[config.mk]
export PLATFORM = sky130hd
export DESIGN_NAME = txn_commit_tracker
export DESIGN_NICKNAME = d
export VERILOG_FILES = /design/src/rtl/txn_pkg.sv /design/src/rtl/txn_ctrl.sv /design/src/rtl/txn_datapath.sv /design/src/rtl/txn_commit_tracker.sv
export SDC_FILE = /design/constraint.sdc
export NUM_CORES = 1
export LEC_CHECK = 0
export ABC_AREA = 1
export CORE_ASPECT_RATIO = 2
export CORE_MARGIN = 2
export CORE_UTILIZATION = 49
export DETAILED_ROUTE_END_ITERATION = 10
export PLACE_DENSITY = 0.78
export SKIP_CTS_REPAIR_TIMING = 1
export SLEW_MARGIN = 20
export SYNTH_ARGS = -nofsm -noshare
export SYNTH_HDL_FRONTEND = slang
export SYNTH_SLANG_ARGS = --single-unit
[constraint.sdc]
create_clock -name clk -period 2.7 [get_ports clk]
set_input_delay 0.54 -clock clk [delete_from_list [all_inputs] [get_ports clk]]
set_output_delay 0.54 -clock clk [all_outputs]
set_load 0.005 [all_outputs]
[src/rtl/txn_pkg.sv]
package txn_pkg;
  localparam int FLT_W   = 4;
  localparam int CAUSE_W = 3;
  localparam logic [FLT_W-1:0]   FLT_NONE        = 4'h0;
  localparam logic [FLT_W-1:0]   FLT_TXFAIL      = 4'hE;
  localparam logic [CAUSE_W-1:0] CAUSE_EXCEPTION = 3'd1;

  // per-thread write strobes from control to datapath
  typedef struct packed {
    logic cntLoad;
    logic idLoad;
  } txUpd_t;
endpackage

[src/rtl/txn_ctrl.sv]
module txn_ctrl
  import txn_pkg::*;
#(
  parameter int NUM_THREADS = 4,
  parameter int RET_W       = 2,
  parameter int CNT_W       = 3,
  parameter int ID_W        = 8,
  parameter int TID_W       = 3
) (
  input  logic                                  clk,
  input  logic                                  rstN,
  input  logic [RET_W-1:0]                      retValid,
  input  logic [RET_W-1:0][TID_W-1:0]           retTid,
  input  logic [RET_W-1:0]                      retStart,
  input  logic [RET_W-1:0]                      retStop,
  input  logic [RET_W-1:0]                      retInTx,
  input  logic [RET_W-1:0][ID_W-1:0]            retTxId,
  input  logic                                  clrValid,
  input  logic [TID_W-1:0]                      clrTid,
  input  logic                                  intPending,
  input  logic [TID_W-1:0]                      intTid,
  input  logic                                  drainReq,
  input  logic [NUM_THREADS-1:0][CNT_W-1:0]     startCnt,
  input  logic [NUM_THREADS-1:0][CNT_W-1:0]     stopCnt,
  output txUpd_t [NUM_THREADS-1:0]              upd,
  output logic [NUM_THREADS-1:0][CNT_W-1:0]     startNext,
  output logic [NUM_THREADS-1:0][CNT_W-1:0]     stopNext,
  output logic [NUM_THREADS-1:0][ID_W-1:0]      idNext,
  output logic [NUM_THREADS-1:0]                inTxMask,
  output logic                                  intTake,
  output logic                                  intSquash,
  output logic                                  livelockHold,
  output logic                                  drainGrant,
  output logic                                  drainErr,
  output logic                                  checkErr,
  output logic                                  ovfErr
);
  localparam logic [CNT_W-1:0] CNT_MAX = {CNT_W{1'b1}};

  logic mismatch;
  logic satHit;
  logic selInTx;
  logic anyInTx;

  // transaction state per thread from committed counts
  for (genvar t = 0; t < NUM_THREADS; t++) begin : g_state
    assign inTxMask[t] = startCnt[t] > stopCnt[t];
  end

  assign anyInTx = |inTxMask;

  always_comb begin
    selInTx = 1'b0;
    for (int t = 0; t < NUM_THREADS; t++) begin
      if (intTid == TID_W'(t) && inTxMask[t]) selInTx = 1'b1;
    end
  end

  // walk retirement slots in program order for every thread
  always_comb begin : walk
    logic [CNT_W-1:0] s;
    logic [CNT_W-1:0] p;
    mismatch = 1'b0;
    satHit   = 1'b0;
    for (int t = 0; t < NUM_THREADS; t++) begin
      s = startCnt[t];
      p = stopCnt[t];
      upd[t] = '0;
      idNext[t] = '0;
      for (int k = 0; k < RET_W; k++) begin
        if (retValid[k] && retTid[k] == TID_W'(t)) begin
          upd[t].cntLoad = 1'b1;
          if (retStart[k]) begin
            if (s == CNT_MAX) satHit = 1'b1;
            else              s = s + 1'b1;
            upd[t].idLoad = 1'b1;
            idNext[t]     = retTxId[k];
          end
          if ((s > p) != retInTx[k]) mismatch = 1'b1;
          if (retStop[k]) begin
            if (p == CNT_MAX) satHit = 1'b1;
            else              p = p + 1'b1;
          end
        end
      end
      if (clrValid && clrTid == TID_W'(t)) begin
        s = '0;
        p = '0;
        upd[t].cntLoad = 1'b1;
      end
      startNext[t] = s;
      stopNext[t]  = p;
    end
  end

  always_ff @(posedge clk) begin
    if (!rstN) begin
      intTake      <= 1'b0;
      intSquash    <= 1'b0;
      livelockHold <= 1'b0;
      drainGrant   <= 1'b0;
      drainErr     <= 1'b0;
      checkErr     <= 1'b0;
      ovfErr       <= 1'b0;
    end else begin
      intTake    <= intPending && !selInTx;
      intSquash  <= intPending && selInTx;
      if (intPending) livelockHold <= selInTx;
      drainGrant <= drainReq && !anyInTx;
      if (drainReq && anyInTx) drainErr <= 1'b1;
      if (mismatch) checkErr <= 1'b1;
      if (satHit)   ovfErr   <= 1'b1;
    end
  end

  p_int_resp_r6: assert property (@(posedge clk) disable iff (!rstN)
    intPending |=> (intTake || intSquash));
  p_squash_hold_r5: assert property (@(posedge clk) disable iff (!rstN)
    intSquash |-> livelockHold);
  p_take_release_r6: assert property (@(posedge clk) disable iff (!rstN)
    intTake |-> !livelockHold);
  p_drain_refuse_r10: assert property (@(posedge clk) disable iff (!rstN)
    (drainReq && anyInTx) |=> (drainErr && !drainGrant));
  p_check_sticky_r4: assert property (@(posedge clk) disable iff (!rstN)
    checkErr |=> checkErr);
  p_ovf_sticky_r13: assert property (@(posedge clk) disable iff (!rstN)
    ovfErr |=> ovfErr);

  for (genvar t = 0; t < NUM_THREADS; t++) begin : g_chk
    p_clear_zero_r11: assert property (@(posedge clk) disable iff (!rstN)
      (clrValid && clrTid == TID_W'(t)) |=> (startCnt[t] == '0 && stopCnt[t] == '0));
    p_saturate_r13: assert property (@(posedge clk) disable iff (!rstN)
      (startCnt[t] == CNT_MAX && !(clrValid && clrTid == TID_W'(t)))
        |=> startCnt[t] == CNT_MAX);
  end
endmodule

[src/rtl/txn_datapath.sv]
module txn_datapath
  import txn_pkg::*;
#(
  parameter int NUM_THREADS = 4,
  parameter int RET_W       = 2,
  parameter int CNT_W       = 3,
  parameter int ID_W        = 8
) (
  input  logic                                  clk,
  input  logic                                  rstN,
  input  txUpd_t [NUM_THREADS-1:0]              upd,
  input  logic [NUM_THREADS-1:0][CNT_W-1:0]     startNext,
  input  logic [NUM_THREADS-1:0][CNT_W-1:0]     stopNext,
  input  logic [NUM_THREADS-1:0][ID_W-1:0]      idNext,
  input  logic [RET_W-1:0]                      retValid,
  input  logic [RET_W-1:0]                      retInTx,
  input  logic [RET_W-1:0][ID_W-1:0]            retTxId,
  input  logic [RET_W-1:0][FLT_W-1:0]           retFault,
  input  logic [RET_W-1:0][CAUSE_W-1:0]         retCause,
  output logic [NUM_THREADS-1:0][CNT_W-1:0]     startCnt,
  output logic [NUM_THREADS-1:0][CNT_W-1:0]     stopCnt,
  output logic [NUM_THREADS-1:0][ID_W-1:0]      lastId,
  output logic [RET_W-1:0][FLT_W-1:0]           fltCode,
  output logic [RET_W-1:0][CAUSE_W-1:0]         fltCause,
  output logic [RET_W-1:0][ID_W-1:0]            fltTxId
);
  for (genvar t = 0; t < NUM_THREADS; t++) begin : g_thr
    always_ff @(posedge clk) begin
      if (!rstN) begin
        startCnt[t] <= '0;
        stopCnt[t]  <= '0;
        lastId[t]   <= '0;
      end else begin
        if (upd[t].cntLoad) begin
          startCnt[t] <= startNext[t];
          stopCnt[t]  <= stopNext[t];
        end
        if (upd[t].idLoad) lastId[t] <= idNext[t];
      end
    end
  end

  for (genvar k = 0; k < RET_W; k++) begin : g_slot
    logic rewrite;
    assign rewrite = retValid[k] && retInTx[k] &&
                     retFault[k] != FLT_NONE && retFault[k] != FLT_TXFAIL;

    always_ff @(posedge clk) begin
      if (!rstN || !retValid[k]) begin
        fltCode[k]  <= FLT_NONE;
        fltCause[k] <= '0;
        fltTxId[k]  <= '0;
      end else if (rewrite) begin
        fltCode[k]  <= FLT_TXFAIL;
        fltCause[k] <= CAUSE_EXCEPTION;
        fltTxId[k]  <= retTxId[k];
      end else begin
        fltCode[k]  <= retFault[k];
        fltCause[k] <= retCause[k];
        fltTxId[k]  <= retTxId[k];
      end
    end

    p_fault_rewrite_r7: assert property (@(posedge clk) disable iff (!rstN)
      (retValid[k] && retInTx[k] && retFault[k] != FLT_NONE && retFault[k] != FLT_TXFAIL)
        |=> (fltCode[k] == FLT_TXFAIL && fltCause[k] == CAUSE_EXCEPTION));
    p_fault_pass_r8: assert property (@(posedge clk) disable iff (!rstN)
      (retValid[k] && !retInTx[k])
        |=> (fltCode[k] == $past(retFault[k]) && fltCause[k] == $past(retCause[k])));
  end
endmodule

[src/rtl/txn_commit_tracker.sv]
module txn_commit_tracker
  import txn_pkg::*;
#(
  parameter int NUM_THREADS = 4,
  parameter int RET_W       = 2,
  parameter int CNT_W       = 3,
  parameter int ID_W        = 8,
  parameter int TID_W       = $clog2(NUM_THREADS + 1)
) (
  input  logic                       clk,
  input  logic                       rstN,
  input  logic [RET_W-1:0]           retValid,
  input  logic [RET_W*TID_W-1:0]     retTid,
  input  logic [RET_W-1:0]           retStart,
  input  logic [RET_W-1:0]           retStop,
  input  logic [RET_W-1:0]           retInTx,
  input  logic [RET_W*ID_W-1:0]      retTxId,
  input  logic [RET_W*4-1:0]         retFault,
  input  logic [RET_W*3-1:0]         retCause,
  input  logic                       clrValid,
  input  logic [TID_W-1:0]           clrTid,
  input  logic                       intPending,
  input  logic [TID_W-1:0]           intTid,
  input  logic                       drainReq,
  input  logic [TID_W-1:0]           qryTid,
  output logic [RET_W*4-1:0]         fltCode,
  output logic [RET_W*3-1:0]         fltCause,
  output logic [RET_W*ID_W-1:0]      fltTxId,
  output logic                       intTake,
  output logic                       intSquash,
  output logic                       livelockHold,
  output logic                       drainGrant,
  output logic                       drainErr,
  output logic                       qryInTx,
  output logic [ID_W-1:0]            qryLastId,
  output logic [NUM_THREADS-1:0]     inTxMask,
  output logic                       checkErr,
  output logic                       ovfErr
);
  logic [RET_W-1:0][TID_W-1:0]          tidA;
  logic [RET_W-1:0][ID_W-1:0]           txIdA;
  logic [RET_W-1:0][FLT_W-1:0]          faultA;
  logic [RET_W-1:0][CAUSE_W-1:0]        causeA;
  logic [RET_W-1:0][FLT_W-1:0]          fltCodeA;
  logic [RET_W-1:0][CAUSE_W-1:0]        fltCauseA;
  logic [RET_W-1:0][ID_W-1:0]           fltTxIdA;
  logic [NUM_THREADS-1:0][CNT_W-1:0]    startCnt;
  logic [NUM_THREADS-1:0][CNT_W-1:0]    stopCnt;
  logic [NUM_THREADS-1:0][CNT_W-1:0]    startNext;
  logic [NUM_THREADS-1:0][CNT_W-1:0]    stopNext;
  logic [NUM_THREADS-1:0][ID_W-1:0]     idNext;
  logic [NUM_THREADS-1:0][ID_W-1:0]     lastId;
  txUpd_t [NUM_THREADS-1:0]             upd;

  for (genvar k = 0; k < RET_W; k++) begin : g_unpack
    assign tidA[k]   = retTid[k*TID_W +: TID_W];
    assign txIdA[k]  = retTxId[k*ID_W +: ID_W];
    assign faultA[k] = retFault[k*FLT_W +: FLT_W];
    assign causeA[k] = retCause[k*CAUSE_W +: CAUSE_W];
    assign fltCode[k*FLT_W +: FLT_W]       = fltCodeA[k];
    assign fltCause[k*CAUSE_W +: CAUSE_W]  = fltCauseA[k];
    assign fltTxId[k*ID_W +: ID_W]         = fltTxIdA[k];
  end

  txn_ctrl #(
    .NUM_THREADS(NUM_THREADS), .RET_W(RET_W), .CNT_W(CNT_W),
    .ID_W(ID_W), .TID_W(TID_W)
  ) ctrl_i (
    .clk(clk), .rstN(rstN),
    .retValid(retValid), .retTid(tidA), .retStart(retStart), .retStop(retStop),
    .retInTx(retInTx), .retTxId(txIdA),
    .clrValid(clrValid), .clrTid(clrTid),
    .intPending(intPending), .intTid(intTid), .drainReq(drainReq),
    .startCnt(startCnt), .stopCnt(stopCnt),
    .upd(upd), .startNext(startNext), .stopNext(stopNext), .idNext(idNext),
    .inTxMask(inTxMask), .intTake(intTake), .intSquash(intSquash),
    .livelockHold(livelockHold), .drainGrant(drainGrant), .drainErr(drainErr),
    .checkErr(checkErr), .ovfErr(ovfErr)
  );

  txn_datapath #(
    .NUM_THREADS(NUM_THREADS), .RET_W(RET_W), .CNT_W(CNT_W), .ID_W(ID_W)
  ) dp_i (
    .clk(clk), .rstN(rstN),
    .upd(upd), .startNext(startNext), .stopNext(stopNext), .idNext(idNext),
    .retValid(retValid), .retInTx(retInTx), .retTxId(txIdA),
    .retFault(faultA), .retCause(causeA),
    .startCnt(startCnt), .stopCnt(stopCnt), .lastId(lastId),
    .fltCode(fltCodeA), .fltCause(fltCauseA), .fltTxId(fltTxIdA)
  );

  // query port: an ID outside the thread range reads as idle
  always_comb begin
    qryInTx   = 1'b0;
    qryLastId = '0;
    for (int t = 0; t < NUM_THREADS; t++) begin
      if (qryTid == TID_W'(t)) begin
        qryInTx   = inTxMask[t];
        qryLastId = lastId[t];
      end
    end
  end

  p_invalid_idle_r2: assert property (@(posedge clk) disable iff (!rstN)
    (qryTid == {TID_W{1'b1}}) |-> !qryInTx);
endmodule

; Yosys cells after proc, flatten, opt, wreduce, memory -nomap -nowiden
; Index checks and enable logic that the tools add are counted.
[totals]
regBits = 93
inputBits = 58
output_inout_bits = 50
word_cells = 309
[classes]
add_sub_neg = 16
magnitude_cmp = 12
eq_ne = 41
n_mux = 168
reduce_logical = 43
[op_table]
columns = op, n
row1 = $mux 3, 64
row2 = $mux 8, 17
row3 = $mux 1, 77
row4 = $add 3x1->3 const B, 16
row5 = $eq 3x3->1 const B, 16
row6 = $gt 3x3->1, 12
row7 = $eq 3x2->1 const B, 10
row8 = $logic_and 1x1->1, 26
row9 = $mux 2, 8
row10 = $eq 3x1->1 const B, 5
row11 = $logic_not 3->1, 5
row12 = $mux 4, 2
row13 = $ne 1x1->1, 8
row14 = $ne 4x4->1 const B, 2
row15 = $reduce_bool 4->1, 2
row16 = $logic_not 1->1, 5
row17 = $reduce_or 2->1, 2
row18 = $reduce_or 4->1, 1
row19 = $logic_or 1x1->1, 2

; Longest topological paths before layout
; Gate-level depths: netlist of run 1.
[depth]
ltp_word = 43
ltp_mapped = 22
mapped_depth_nobuf = 22

; By module
; From an unflattened synthesis of run 1, not the netlist that was laid out.
[hier_totals]
hier_cells = 1034
area_unflattened_um2 = 6851.6
[by_module_without_submodules]
columns = module, instances, cells_per_inst, area_each_um2, seq_area_each_um2
row1 = txn_ctrl, 1, 621, 3608.5, 140.1
row2 = txn_datapath, 1, 356, 2884.0, 1721.7
row3 = txn_commit_tracker, 1, 57, 359.1, 0.0

; Worst setup path before layout of run 1
; No wires, ideal clock.
[synth_path]
kind = input port to flip-flop
from = input port retTid[1]
to = register ctrl_i.checkErr
setup_ns = 0.132
arrival_ns = 2.418
required_time_ns = 2.568
setup_slack_ns = 0.150
stages = 17
path_buffers = 0
cell_sequence = nand2_1 > inv_1 > nand2_4 > o21ai_0 > inv_1 > ha_1 > nand2_1 > nand3_1 > and2_1 > ha_1 > nand3b_1 > nand2_1 > nand3_1 > nand3_1 > nand3_1 > nor2_1 > a21oi_1
[synth_between]
elab_chain_cells = 23
word_cells_on_any_way = 59
cone_classes = add/sub: 4 / order compare: 4 / eq/ne: 11 / mux: 35 / reduce/logical: 5
[synth_lines]
columns = element, line
row1 = from (decl), txn_commit_tracker.sv:13  ; input logic [RET_W*TID_W-1:0] retTid,
row2 = $logic_not 3->1, txn_ctrl.sv:71  ; if (retValid[k] && retTid[k] == TID_W'(t)) begin
row3 = $logic_and 1x1->1, txn_ctrl.sv:71
row4 = $mux 3, txn_ctrl.sv:71
row5 = $add 3x1->3 / $eq 3x3->1 (equally long branches), "txn_ctrl.sv:75, txn_ctrl.sv:74"
row6 = $mux 3, txn_ctrl.sv:74  ; if (s == CNT_MAX) satHit = 1'b1;
row7 = $mux 3, txn_ctrl.sv:73  ; if (retStart[k]) begin
row8 = $mux 3, txn_ctrl.sv:71
row9 = $gt 3x3->1, txn_ctrl.sv:79  ; if ((s > p) != retInTx[k]) mismatch = 1'b1;
row10 = (+7 left out), --
row11 = $mux 1, txn_ctrl.sv:79
row12 = $mux 1, txn_ctrl.sv:71
row13 = $mux 1, txn_ctrl.sv:79
row14 = $mux 1, txn_ctrl.sv:71
row15 = $mux 1, txn_ctrl.sv:79
row16 = $mux 1, txn_ctrl.sv:71
row17 = $mux 1, txn_ctrl.sv:79
row18 = $mux 1 (*), txn_ctrl.sv:71
row19 = to (signal assigned), txn_ctrl.sv:103  ; checkErr <= 1'b0;
row20 = to (signal assigned), txn_ctrl.sv:111  ; if (mismatch) checkErr <= 1'b1;
row21 = to (decl), txn_ctrl.sv:35  ; output logic checkErr,
; Mark *: on every way between the ends. The rest lies on a longest branch, timed or not. The select of a mux whose other input is x is not followed.
; A chain may end at the register's enable or synchronous reset.

; Worst setup path after layout of run 1
[layout_path]
from = input port retStart[0]
to = register ctrl_i.checkErr
[layout_between]
elab_chain_cells = 23
word_cells_on_any_way = 64
cone_classes = add/sub: 4 / order compare: 8 / eq/ne: 12 / mux: 40
[layout_lines]
columns = element, line
row1 = from (decl), txn_commit_tracker.sv:14  ; input logic [RET_W-1:0] retStart,
row2 = $mux 3, txn_ctrl.sv:73
row3 = $mux 3 (2 in a row), txn_ctrl.sv:71
row4 = $add 3x1->3 / $eq 3x3->1 (equally long branches), "txn_ctrl.sv:75, txn_ctrl.sv:74"
row5 = $mux 3, txn_ctrl.sv:74
row6 = $mux 3, txn_ctrl.sv:73
row7 = $mux 3, txn_ctrl.sv:71
row8 = $gt 3x3->1, txn_ctrl.sv:79
row9 = $ne 1x1->1, txn_ctrl.sv:79
row10 = (+6 left out), --
row11 = $mux 1, txn_ctrl.sv:79
row12 = $mux 1, txn_ctrl.sv:71
row13 = $mux 1, txn_ctrl.sv:79
row14 = $mux 1, txn_ctrl.sv:71
row15 = $mux 1, txn_ctrl.sv:79
row16 = $mux 1, txn_ctrl.sv:71
row17 = $mux 1, txn_ctrl.sv:79
row18 = $mux 1 (*), txn_ctrl.sv:71
; Marked as above.

==> key figures, run 1 <==
Placed design
  – Buffers on Ports: 107
  – DP Cell Count: 1236
  – Final GP Congestion: 0.931
  – Detailed Place HPWL: 15.9 mm

Yosys
  – Post-Syn Instances: 899
  – Ranking of synthesized cells by area: dfxtp_1, nand2_1, ha_1, nand3_1, inv_1
  – Unique masters post-synth: 40
  – Synth top area share: 30.7%
  – Sequential share of the synthesized area: 30.7%
  – Mapped Nets: 1009
  – Cell with the most instances after synthesis: nand2_1
  – Mapped Area: 0.00606 sq mm
  – Most frequent cells after synthesis: nand2_1, inv_1, dfxtp_1, nor2_1, nand3_1
  – Main synth FF type: dfxtp_1
  – Synth Warn #: 0
  – Area leader, netlist: dfxtp_1
  – Seq cells post-synth: 93
  – Syn Area/Cell: 6.74 sq um
  – Synth async-reset ratio: 0%
  – EDFF count, synth: 0

Timing
  – Slew Limit Headroom: 63.6%
  – Fin. Hold Viols: 0
  – Final Cycle Share: 98.4%
  – FMAX: 376 MHz
  – Final Setup Violations: 0
  – RSZ-0062 raised after global routing: yes
  – Fin. max-slew vios: 0
  – Skew final: 0.0114 ns
  – Post-layout min period: 2.66 ns
  – Worst Tran Pin Value: 0.541 ns

Hold path
  – Worst Hold Path Cells: 2
  – Hold path startpoint: dp_i.lastId[26]
  – Hold EP: dp_i.lastId[26]
  – Hold WC Path Type: reg -> reg

Drt
  – Initial DRC count: 488
  – Detailed-route via count: 7067
  – DR pass1 iterations: 7
  – Vias per cell: 5.62
  – Remaining antenna violation count: 0
  – DR WL/cell: 16.8 microns
  – Routed WL: 21.1 mm
  – DRC errors left: 0

Setup path
  – Largest delay share family, worst path: simple AND/OR/NAND/NOR gates
  – Worst R2R End: ctrl_i.checkErr
  – Most used cell, CP: nand3_1
  – Crit start category: input pin
  – Data arrival, critical path: 2.90 ns
  – Reg2reg start: dp_i.startCnt[6]
  – Crit end category: flip-flop
  – Worst-path fanout max: 9
  – Crit path kind: in -> reg
  – Buffers and inverters on the worst path: 3
  – Worst path max stage delay: 0.26 ns
  – Data required time of the worst path: 2.95 ns
  – Critical-path top delay cell: a31oi_4
  – Cell Chain, Critical Path: dlymetal6s2s_1, buf_12, buf_8, nand3_1, a31oi_4, ha_4, nand2_2, nand2_1, nand2_1, and2_1, ha_1, nand3b_1, nand2_1, nand3_1, nand3_1, nand3_1, nor2_1, a21oi_1
  – R2r worst-path depth: 18
  – R2R setup slack: 0.08 ns

Flow run
  – Max Cap Viol: 0

Clock tree
  – TritonCTS clock tree: built
  – CTS H-tree depth: 3
  – Clock Tree Root: clkbuf_16
  – Sink Count: 93
  – Num CTS Buffers: 9
  – Clock buffer depth: 2
  – Clock Pin Slew Worst Setup and Hold Paths: 0.08 ns
  – Clock Latency Late Sink: 0.36 ns

Power
  – Share of power burned in the clock network: 35.8%
  – Internal: 2450 uW
  – VDD IR max: 0.000390 V
  – NetSw: 1060 uW
  – Sw frac: 30.3%
  – Sequential share of power: 41.2%
  – Static Leak: 0.00420 uW
  – Pwr/cell area: 411 mW/mm^2
  – Combinational share of power: 22.9%

Die
  – Core Area: 0.0121 sq mm
  – Die area: 0.0133 sq mm
  – Initial Util: 50.0%
  – Ports placed on the boundary: 108
  – Die Wd: 82.7 microns
  – FP Rows: 57
  – Chip height: 161 microns

Final layout
  – Layout Utilization: 70.5%
  – Non-Filler Instances: 1258
  – Final nets: 1216
  – Layout area overhead: 41.0%
  – Share of post-route cells with drive strength above 1: 18.0%
  – Antenna diode count: 0

Global route
  – Global-route wire length before repair: 32.2 mm
  – Gr usage total: 31.4%
  – Largest net degree at the start of global routing: 41
  – Total gr overflow: 0
  – Initial antenna violation count: 0
  – Number of global-route vias before repair: 7019

Outcome
  – Status: finished, final reports clean
## placed cells by master (no fill, tap or decap), drive strengths merged, types with 9 or more instances in the layout
cell type,n
inv,122
nor3,21
clkdlybuf4s50,98
buf,102
nand3b,14
nand4,14
ha,52
clkbuf,11
a21oi,50
dlymetal6s2s,9
o21ai,50
nor2,102
dfxtp,93
nand3,89
nand2,233
## state kept, by name (all words and copies together) (netlist names), 6 cells and up
register,cells
dp_i.fltCause,6
dp_i.fltCode,8
dp_i.fltTxId,16
dp_i.lastId,32
dp_i.startCnt,12
dp_i.stopCnt,12
## logic make-up after synthesis
| logic type | Yosys count | share of synthesized area (%) |
|---|---|---|
| AO/OA/AOI/OAI | 126 | 12.2 |
| XOR/XNOR | 5 | 0.970 |
| adder cells (fa/ha/maj) | 52 | 10.7 |
| buffers and inverters | 132 | 8.32 |
| flip-flops | 93 | 30.7 |
| AND/OR/NAND/NOR | 491 | 37.1 |
## area by class of cell
class | instances | area [sq um]
timing repair buffer | 210 | 1930
sequential | 93 | 1860
fill | 1023 | 3570
inverter | 118 | 443
clock inverter | 6 | 53.8
tap | 147 | 184
clock buffer | 10 | 229
multi-input combinational | 674 | 3850
## power by group through the flow
stage	clock, uW	sequential [uW]	combinational, uW
2_1_floorplan	0	1480	368
3_3_place_gp	0	1480	736
3_5_place_dp	0	1480	751
4_1_cts	1270	1450	756
5_1_grt	1320	1460	884
6_report	1260	1450	806
## per-stage QoR
stage	cell area (sq um)	setup TNS [ns]	setup WS, ns	hold WS [ns]	total power [uW]
after floorplan	6060	0	0.150	0.439	1850
after global placement	8020	-1.02	-0.523	0.439	2220
after detailed placement	8020	-1.51	-0.616	0.454	2230
after CTS	8310	-0.624	-0.244	0.471	3470
after global routing	8550	-0.135	-0.135	0.488	3660
final	8550	0	0.0429	0.468	3520
## worst reg2reg max path, stage by stage (launching register included)
cell      delay [ns]
dfxtp_1         0.34
ha_1            0.17
nand2_1         0.11
nand2_1         0.10
nand2_1         0.07
a31oi_1         0.23
ha_2            0.25
nand3_2         0.12
nand2_2         0.10
nand2_1         0.07
and2_1          0.16
ha_1            0.16
nand3b_1        0.16
nand2_1         0.09
nand3_1         0.07
nand3_1         0.10
nand3_1         0.08
nor2_1          0.09
a21oi_1         0.06
## how the worst max path moves through the flow
stage | slack, ns | startpoint | endpoint | cells after the start
3_5_place_dp | -0.62 | retTid[1] | ctrl_i.checkErr | 18
4_1_cts | -0.24 | retTid[1] | ctrl_i.checkErr | 18
2_1_floorplan | 0.15 | retTid[1] | ctrl_i.checkErr | 17
6_report | 0.04 | retStart[0] | ctrl_i.checkErr | 18
3_3_place_gp | -0.52 | retTid[1] | ctrl_i.checkErr | 18
5_1_grt | -0.14 | dp_i.startCnt[9] | ctrl_i.checkErr | 18
## routing by layer
metal	part of all wire [%]	up-vias	GRT usage (%)
met5	0	-	0
met4	9.5	0	25.7
met3	6.2	136	5.47
met2	52	340	55.0
met1	32	3214	30.5
li1	-	3377	-
No activity file was read; power rests on OpenSTA's default activity.
==> run 2: changes to the inputs <==
- ABC_AREA: 1 -> unset
- CORE_UTILIZATION: 49 -> 48
- PLACE_DENSITY: 0.78 -> 0.77
- SLEW_MARGIN: 20 -> 5
==> run 2 against run 1 <==
- the flow now finishes with violations (setup timing)
- critical path depth is 3 lower
- combinational power fell by 12%
- area after synthesis decreased by 5.6%
- maximum frequency decreased by 12%
- routed wire length down 5.9%
- non-clock buffer count up 27
- die area decreased by 3.5%
- sequential power barely moved
- register-to-register slack worse by 0.34 ns
- critical path type unchanged
- largest cell class unchanged
- largest power group unchanged
- highest routed layer unchanged
==> key figures, run 2 <==
Drt
  – DRC errors left: 0
  – Vias per cell: 5.85
  – Routed WL: 19.9 mm
  – Detailed-route via count: 5991
  – Remaining antenna violation count: 0
  – DR pass1 iterations: 5
  – DR WL/cell: 19.4 microns
  – Initial DRC count: 474

Clock tree
  – TritonCTS clock tree: built
  – Clock buffer depth: 2
  – Clock Latency Late Sink: 0.34 ns
  – Clock Pin Slew Worst Setup and Hold Paths: 0.07 ns
  – Sink Count: 93
  – Clock Tree Root: clkbuf_16
  – Num CTS Buffers: 9
  – CTS H-tree depth: 3

Yosys
  – Largest family of logic cells by synthesized area: simple AND/OR/NAND/NOR gates
  – Seq cells post-synth: 93
  – Ranking of synthesized cells by area: dfxtp_1, ha_1, nor2_1, xnor2_1, mux2i_1
  – Mapped Area: 0.00572 sq mm
  – Synth async-reset ratio: 0%
  – XOR/XNOR Fraction of Synth Area: 4.90%
  – Post-Synth Simple-Gate Area: 21.0%
  – Compound-Gate Fraction of Synth Area: 14.9%
  – Synth top area share: 32.5%
  – Synth Area in Adders: 11.4%
  – Area leader, netlist: dfxtp_1
  – Mapped Nets: 762
  – Most frequent cells after synthesis: dfxtp_1, nor2_1, nand2_1, ha_1, inv_1
  – Syn Area/Cell: 8.78 sq um
  – Synth Warn #: 0
  – Post-Syn Instances: 652
  – EDFF count, synth: 0
  – Sequential share of the synthesized area: 32.5%
  – Cell with the most instances after synthesis: dfxtp_1
  – Post-synthesis mux area share: 11.3%
  – Main synth FF type: dfxtp_1
  – Unique masters post-synth: 54

Hold path
  – Hold WC Path Type: reg -> reg
  – Hold EP: ctrl_i.drainErr
  – Worst Hold Path Cells: 2
  – Hold path startpoint: ctrl_i.drainErr

Setup path
  – Data required time of the worst path: 2.92 ns
  – Reg2reg start: dp_i.startCnt[0]
  – Data arrival, critical path: 3.24 ns
  – Crit start category: input pin
  – Crit path kind: in -> reg
  – R2R setup slack: -0.26 ns
  – Worst R2R End: ctrl_i.checkErr
  – Crit end category: flip-flop
  – Worst-path fanout max: 4
  – R2r worst-path depth: 15

Die
  – Chip height: 158 microns
  – FP Rows: 56
  – Core Area: 0.0117 sq mm
  – Die Wd: 81.2 microns
  – Initial Util: 48.9%
  – Ports placed on the boundary: 108
  – Die area: 0.0129 sq mm

Timing
  – Final Cycle Share: 112%
  – Final Setup Violations: 2
  – Final worst slack: -0.320 ns
  – Slew Limit Headroom: 59.2%
  – Fin. max-slew vios: 0
  – Setup TNS: -0.412 ns
  – Post-layout min period: 3.02 ns
  – FMAX: 331 MHz
  – Worst Tran Pin Value: 0.607 ns
  – RSZ-0062 raised after global routing: yes
  – Fin. Hold Viols: 0
  – Skew final: 0.00775 ns

Placed design
  – Dpl cell area: 0.00802 sq mm
  – Detailed Place HPWL: 15.5 mm
  – Dpl ws: -1.12 ns
  – Buffers on Ports: 107
  – DP Cell Count: 996
  – Final GP Congestion: 0.940

Final layout
  – Most frequent cells in the layout: buf_4, clkdlybuf4s50_1, dfxtp_1
  – Share of post-route cells with drive strength above 1: 29.6%
  – Layout area overhead: 51.1%
  – Biggest register: dp_i.lastId
  – Antenna diode count: 0
  – Biggest regs: dp_i.lastId: 32 flops, dp_i.fltTxId: 16 flops
  – Commonest non-fill, non-tap cell in the layout: buf_4
  – Max FFs per register: 32
  – Final nets: 984
  – Post-route design area: 0.00865 sq mm
  – Non-Filler Instances: 1024

Global route
  – Largest net degree at the start of global routing: 35
  – Initial antenna violation count: 0
  – Number of global-route vias before repair: 6196
  – Global-route wire length before repair: 29.9 mm
  – Gr usage total: 30.9%
  – Total gr overflow: 0

Power
  – Pwr/cell area: 392 mW/mm^2
  – VDD IR max: 0.000526 V
  – Total power: 3390 uW
  – Static Leak: 0.00385 uW

Flow run
  – Max Cap Viol: 0

Outcome
  – Status: finished, violations left
  – Failing checks: setup timing
[run 2: cell count changes after synthesis, moves of 15 or more]
cell      before  now
a311oi_1       0   16
nor3_1        21    2
nand3_1       85   26
nor2b_1        0   23
xnor2_1        2   28
a21oi_1       50   17
and3_1         0   20
o21ai_0       37   22
mux2i_1        0   24
nand2_1      224   58
mux2_2         0   16
inv_1        112   32
[run 2: final cells by class]
cell class	count	area (sq um)
clock buffer	10	229
clock inverter	6	55.1
fill	841	3050
inverter	33	124
multi-input combinational	500	4080
sequential	93	1870
tap	145	181
timing repair buffer	237	2110
[run 2: worst max path at each step]
stage / from / to / slack, ns / depth (start not counted)
after floorplan: retTid[2] / ctrl_i.checkErr / -0.30 / 14
after global placement: retValid[0] / ctrl_i.checkErr / -1.02 / 18
after detailed placement: retTid[0] / ctrl_i.checkErr / -1.12 / 16
after CTS: retTid[0] / ctrl_i.checkErr / -0.78 / 16
after global routing: retTid[0] / ctrl_i.checkErr / -0.37 / 15
final: retTid[0] / ctrl_i.checkErr / -0.32 / 15
[run 2: worst max-delay path, cell delays in order]
cell	delay [ns]
buf_12	0.11
nor4b_4	0.40
nand2_2	0.15
mux2_4	0.34
ha_4	0.17
nand2b_4	0.07
nand2_4	0.05
mux2_4	0.31
ha_4	0.27
and3_4	0.16
a21oi_2	0.03
xor2_1	0.16
a21o_1	0.23
a21oi_2	0.13
a41oi_2	0.10
[run 2: report_power, final]
part	internal (uW)	leakage, uW	total (uW)	switching [uW]
clock network	645	0.000134	1240	591
logic	381	0.00296	713	332
registers	1420	0.000761	1440	23.2
[run 2: per-layer routing]
layer | part of all wire [%] | wire, microns | track usage (%) | up-vias
met2 | 55 | 11000 | 59.9 | 325
met1 | 32 | 6310 | 28.8 | 2792
met5 | 0 | 0 | 0 | -
li1 | - | - | - | 2776
met4 | 7.2 | 1440 | 20.7 | 0
met3 | 5.6 | 1100 | 3.91 | 98
[run 2: cells by family after synthesis]
family | count (synthesis)
AND/OR/NAND/NOR | 245
buffers and inverters | 59
AO/OA/AOI/OAI | 121
multiplexers | 50
flip-flops | 93
adder cells (fa/ha/maj) | 52
XOR/XNOR | 32
[run 2: through the flow]
stage	hold WS, ns	utilization, %
after global routing	0.503	73.9
after detailed placement	0.472	68.6
after floorplan	0.455	-
final	0.484	73.9
after CTS	0.489	71.0
after global placement	0.450	68.6
